File: config.mk
export PLATFORM = sky130hd
export DESIGN_NAME = irq_pick_arbiter
export DESIGN_NICKNAME = d
export VERILOG_FILES = /design/src/rtl/irq_pick_pkg.sv /design/src/rtl/irq_group_gate.sv /design/src/rtl/irq_lsb_pick.sv /design/src/rtl/irq_out_stage.sv /design/src/rtl/irq_pick_arbiter.sv
export SDC_FILE = /design/constraint.sdc
export NUM_CORES = 1
export LEC_CHECK = 0
export ABC_AREA = 0
export BUFFER_PORTS_ARGS = -buffer_cell sky130_fd_sc_hd__buf_2
export CORE_MARGIN = 2
export CORE_UTILIZATION = 42
export CTS_BUF_LIST = sky130_fd_sc_hd__clkbuf_8
export DETAILED_ROUTE_END_ITERATION = 10
export HOLD_SLACK_MARGIN = 0.03
export PLACE_DENSITY_LB_ADDON = 0.12
export SETUP_SLACK_MARGIN = 0.1
export SLEW_MARGIN = 20
export SYNTH_ARGS = -nofsm -noshare
export SYNTH_HDL_FRONTEND = slang
export SYNTH_SLANG_ARGS = --single-unit
File: constraint.sdc
create_clock -name clk -period 1.5 [get_ports clk]
set_input_delay 0.075 -clock clk [delete_from_list [all_inputs] [get_ports clk]]
set_output_delay 0.075 -clock clk [all_outputs]
set_load 0.03 [all_outputs]
File: src/rtl/irq_pick_pkg.sv
package irq_pick_pkg;

  typedef enum logic [1:0] {
    LVL_USER  = 2'd0,
    LVL_SUPER = 2'd1,
    LVL_RSVD  = 2'd2,
    LVL_MACH  = 2'd3
  } priv_lvl_e;

  // The unused code folds onto the user level.
  function automatic priv_lvl_e fold_level(input logic [1:0] code);
    priv_lvl_e lvl;
    case (code)
      2'd1:    lvl = LVL_SUPER;
      2'd3:    lvl = LVL_MACH;
      default: lvl = LVL_USER;
    endcase
    return lvl;
  endfunction

endpackage

File: src/rtl/irq_group_gate.sv
module irq_group_gate
  import irq_pick_pkg::*;
#(
  parameter int NUM_IRQ = 16
) (
  input  logic [NUM_IRQ-1:0] pend,
  input  logic [NUM_IRQ-1:0] en,
  input  logic [NUM_IRQ-1:0] route,
  input  logic [1:0]         priv,
  input  logic               m_gie,
  input  logic               s_gie,
  output logic [NUM_IRQ-1:0] eligible
);

  priv_lvl_e lvl;
  logic      mach_open;
  logic      sup_open;
  logic [NUM_IRQ-1:0] cand;

  always_comb begin
    lvl       = fold_level(priv);
    mach_open = (lvl != LVL_MACH) || m_gie;
    sup_open  = (lvl == LVL_USER) || ((lvl == LVL_SUPER) && s_gie);
    cand      = pend & en;
  end

  for (genvar g = 0; g < NUM_IRQ; g++) begin : g_bit
    assign eligible[g] = cand[g] & (route[g] ? sup_open : mach_open);
  end

endmodule

File: src/rtl/irq_lsb_pick.sv
module irq_lsb_pick #(
  parameter int NUM_IRQ = 16,
  localparam int CAUSE_W = $clog2(NUM_IRQ)
) (
  input  logic [NUM_IRQ-1:0] vec,
  output logic               hit,
  output logic [CAUSE_W-1:0] idx
);

  always_comb begin
    hit = 1'b0;
    idx = '0;
    for (int i = NUM_IRQ - 1; i >= 0; i--) begin
      if (vec[i]) begin
        hit = 1'b1;
        idx = CAUSE_W'(i);
      end
    end
  end

endmodule

File: src/rtl/irq_out_stage.sv
module irq_out_stage #(
  parameter int  CAUSE_W = 4,
  parameter bit  REG_OUT = 1'b1
) (
  input  logic               clk,
  input  logic               rst,
  input  logic               take_d,
  input  logic [CAUSE_W-1:0] cause_d,
  output logic               take_q,
  output logic [CAUSE_W-1:0] cause_q
);

  if (REG_OUT) begin : g_reg
    always_ff @(posedge clk) begin
      if (rst) begin
        take_q  <= 1'b0;
        cause_q <= '0;
      end else begin
        take_q  <= take_d;
        cause_q <= cause_d;
      end
    end
  end else begin : g_comb
    assign take_q  = take_d;
    assign cause_q = cause_d;
  end

endmodule

File: src/rtl/irq_pick_arbiter.sv
module irq_pick_arbiter
  import irq_pick_pkg::*;
#(
  parameter int NUM_IRQ = 16,
  parameter bit REG_OUT = 1'b1,
  localparam int CAUSE_W = $clog2(NUM_IRQ)
) (
  input  logic               clk,
  input  logic               rst,
  input  logic [NUM_IRQ-1:0] irq_pend,
  input  logic [NUM_IRQ-1:0] irq_en,
  input  logic [NUM_IRQ-1:0] irq_route,
  input  logic [1:0]         priv,
  input  logic               m_gie,
  input  logic               s_gie,
  output logic               take,
  output logic [CAUSE_W-1:0] cause
);

  logic [NUM_IRQ-1:0] eligible;
  logic               take_c;
  logic [CAUSE_W-1:0] cause_c;

  irq_group_gate #(.NUM_IRQ(NUM_IRQ)) u_gate (
    .pend     (irq_pend),
    .en       (irq_en),
    .route    (irq_route),
    .priv     (priv),
    .m_gie    (m_gie),
    .s_gie    (s_gie),
    .eligible (eligible)
  );

  irq_lsb_pick #(.NUM_IRQ(NUM_IRQ)) u_pick (
    .vec (eligible),
    .hit (take_c),
    .idx (cause_c)
  );

  irq_out_stage #(.CAUSE_W(CAUSE_W), .REG_OUT(REG_OUT)) u_out (
    .clk     (clk),
    .rst     (rst),
    .take_d  (take_c),
    .cause_d (cause_c),
    .take_q  (take),
    .cause_q (cause)
  );

  // a winner is always pending and enabled
  a_r1_winner_armed: assert property (@(posedge clk) disable iff (rst)
    take_c |-> (irq_pend[cause_c] && irq_en[cause_c]));

  // at machine level a supervisor-routed source never wins
  a_r3_mach_no_sup: assert property (@(posedge clk) disable iff (rst)
    (take_c && priv == 2'd3) |-> !irq_route[cause_c]);

  // machine level with machine enable off takes nothing
  a_r2_mach_masked: assert property (@(posedge clk) disable iff (rst)
    (priv == 2'd3 && !m_gie) |-> !take_c);

  // no eligible source below the winner
  a_r5_lowest_wins: assert property (@(posedge clk) disable iff (rst)
    take_c |-> ((eligible & ((NUM_IRQ'(1) << cause_c) - NUM_IRQ'(1))) == '0));

  // no winner means nothing eligible and cause zero
  a_r6_idle_zero: assert property (@(posedge clk) disable iff (rst)
    !take_c |-> (eligible == '0 && cause_c == '0));

  if (REG_OUT) begin : g_chk_reg
    // reset clears the registered outputs
    a_r8_reset_clears: assert property (@(posedge clk)
      rst |=> (!take && cause == '0));
    // outputs follow the selection one edge later
    a_r8_one_stage: assert property (@(posedge clk) disable iff (rst)
      1'b1 |=> (take == $past(take_c) && cause == $past(cause_c)));
  end

endmodule

==> flow_summary.json <==
{
  "status": "finished clean",
  "synth_xor_area_share_pct": 0,
  "period_share_pct": 87.8,
  "cts_setup_buffers": 0,
  "cts_tree": "done",
  "final_util_pct": 62.8,
  "fin_hold_ws_ps": 51.6,
  "critPathBufInv": 1,
  "antenna_found_initial": 0,
  "crit_slowest_cell": "and2_4",
  "synthToLayoutAreaGrowth_pct": 44.5,
  "grt_start_max_net_pins": 17,
  "vias": 1235,
  "ys_seq_area_share_pct": 12.1,
  "fp.dieW_um": 48.4,
  "relSlewSlack_pct": 83.2,
  "synth_compound_area_share_pct": 48.9,
  "grt_pass1_wl_mm": 4.44,
  "setup_viol": 0,
  "synth-edff-count": 0,
  "wl_mm": 2.58,
  "gp_congestion": 0.841,
  "synth_top_family_by_area": "compound AO/OA/AOI/OAI gates",
  "wire_per_inst_um": 11.7,
  "layout.cells.non_filler": 221,
  "place_area_um2": 1150,
  "io_buffers": 58,
  "synthAdderAreaFrac_pct": 0,
  "yosys_warnings": 0,
  "dp_cells": 217,
  "synthSimpleGateAreaFrac_pct": 34.6,
  "start_kind": "input port",
  "rsz0062_at_grt": "no",
  "critPathMaxFanout": 14,
  "crit_required_ps": 1650,
  "synthTopCellsByCount": "nand2_1 (19), a21oi_1 (18), o21ai_0 (18)",
  "worst_pin_slew_ps": 250,
  "pwr_density_cell_nw_per_um2": 608,
  "final_max_slew_viol_count": 0,
  "firstDrtPassIters": 4,
  "muxShareOfSynthArea_pct": 0,
  "cap_violations": 0,
  "synth_flop_cell": "dfxtp_1",
  "hold_buffers": 0,
  "num_rows": 16,
  "grt_remaining_overflow": 0,
  "cts_resized": 0,
  "layout-drive-gt1-share_pct": 33.0,
  "fp.dieH_um": 48.4,
  "yosysMostFrequentCell": "nand2_1",
  "cts-htree-levels": 1,
  "grt_pass1_vias": 1125,
  "nets": 249,
  "min_period_ps": 1320,
  "final_cell_area_um2": 1190,
  "synth.distinct_cells": 32,
  "insertedDiodeCount": 0,
  "max_stage_delay_ps": 240,
  "endpoint_kind": "register",
  "cts_inserted_buffers": 3,
  "crit_type": "input port to register",
  "initial_core_util_pct": 43.5,
  "hpwl_mm": 2.13,
  "irDropWorstVdd_mv": 0.431,
  "netlist_top_cells_area": "dfxtp_1 (12%), a21oi_1 (11%), o21ai_0 (11%)",
  "ant_nets": 0,
  "drtIter0Drc": 28,
  "crit_family": "compound AO/OA/AOI/OAI gates",
  "dieArea_um2": 2340,
  "critPathArrivalTime_ps": 1460,
  "fmax_mhz": 759,
  "clk_pin_slew_ps": 30,
  "finalHoldViolCount": 0,
  "synth_nets": 188,
  "total_power_uw": 726,
  "synth_area_um2": 827,
  "core_area_um2": 1900,
  "hp-class": "input port to register",
  "vias_per_cell": 5.59,
  "drc": 0,
  "syn_inst": 134,
  "crit_chain": "buf_2, nand2b_1, and2_4, a21oi_1, o31ai_1, o2111ai_1, and3_1, o21ai_1",
  "io_pins": 59,
  "clockRootBuffer": "clkbuf_8",
  "ys_ff_latch": 5,
  "track_usage_pct": 23.0,
  "avgSynthCellArea_um2": 6.17,
  "fill_cells": 183,
  "max-clock-path-buffers": 2,
  "synthArstFlopShare_pct": 0,
  "p_leak_uw": 0.000580,
  "synth_top_area_share_pct": 12.1,
  "synth_area_leader_cell": "dfxtp_1",
  "clock-sinks": 5
}
-- final timing paths --
kind,from,end,depth (start not counted)
worst min-delay path,rst,u_out.take_q,2
worst max-delay path,priv[1],u_out.cause_q[0],8
-- layout make-up --
cell class / instances / area (um^2) / share of cell area, %
clock buffer: 3 / 41.3 / 3.46
clock inverter: 1 / 3.75 / 0.314
inverter: 4 / 15.0 / 1.26
multi-input combinational: 122 / 691 / 57.8
sequential: 5 / 100 / 8.38
tap: 27 / 33.8 / 2.83
timing repair buffer: 59 / 310 / 26.0
-- layout by cell type, fill, tap and decap left out, drive strengths merged, types with 4 or more instances in the layout --
master	netlist	final
inv	4	5
buf	3	59
nand2	19	19
dfxtp	5	5
nand2b	6	6
and3	6	6
o22ai	4	4
a31oi	4	4
o21ai	19	19
nand3	13	13
and2	4	4
a21oi	19	19
-- sequential cells by signal (all words and copies together), names as in the netlist --
name	flops
u_out.take_q	1
u_out.cause_q	4
-- metal layers --
layer / GRT usage [%] / share of wire (%) / vias to the layer above
li1: - / - / 638
met1: 25.2 / 42 / 552
met2: 44.0 / 52 / 39
met3: 2.78 / 5.0 / 6
met4: 10.5 / 1.4 / 0
met5: 0 / 0 / -
-- per-stage QoR --
step / worst slack (ps) / setup TNS [ps]
floorplan: 229 / 0
global placement: -26.0 / -26.0
detailed placement: -42.4 / -42.4
CTS: 191 / 0
global route: 103 / 0
finish: 183 / 0
-- kinds of logic after synthesis --
group / count (synthesis)
AOI/OAI and AO/OA: 66
and+or+nand+nor: 56
buffers and inverters: 7
DFF: 5
-- where the power goes --
group	leakage, uW	internal, uW	switching, uW
clock network	0.0000269	175	62.8
logic	0.000512	151	188
registers	0.0000414	147	2.63
Note: power is estimated with default switching activity, not from simulation.
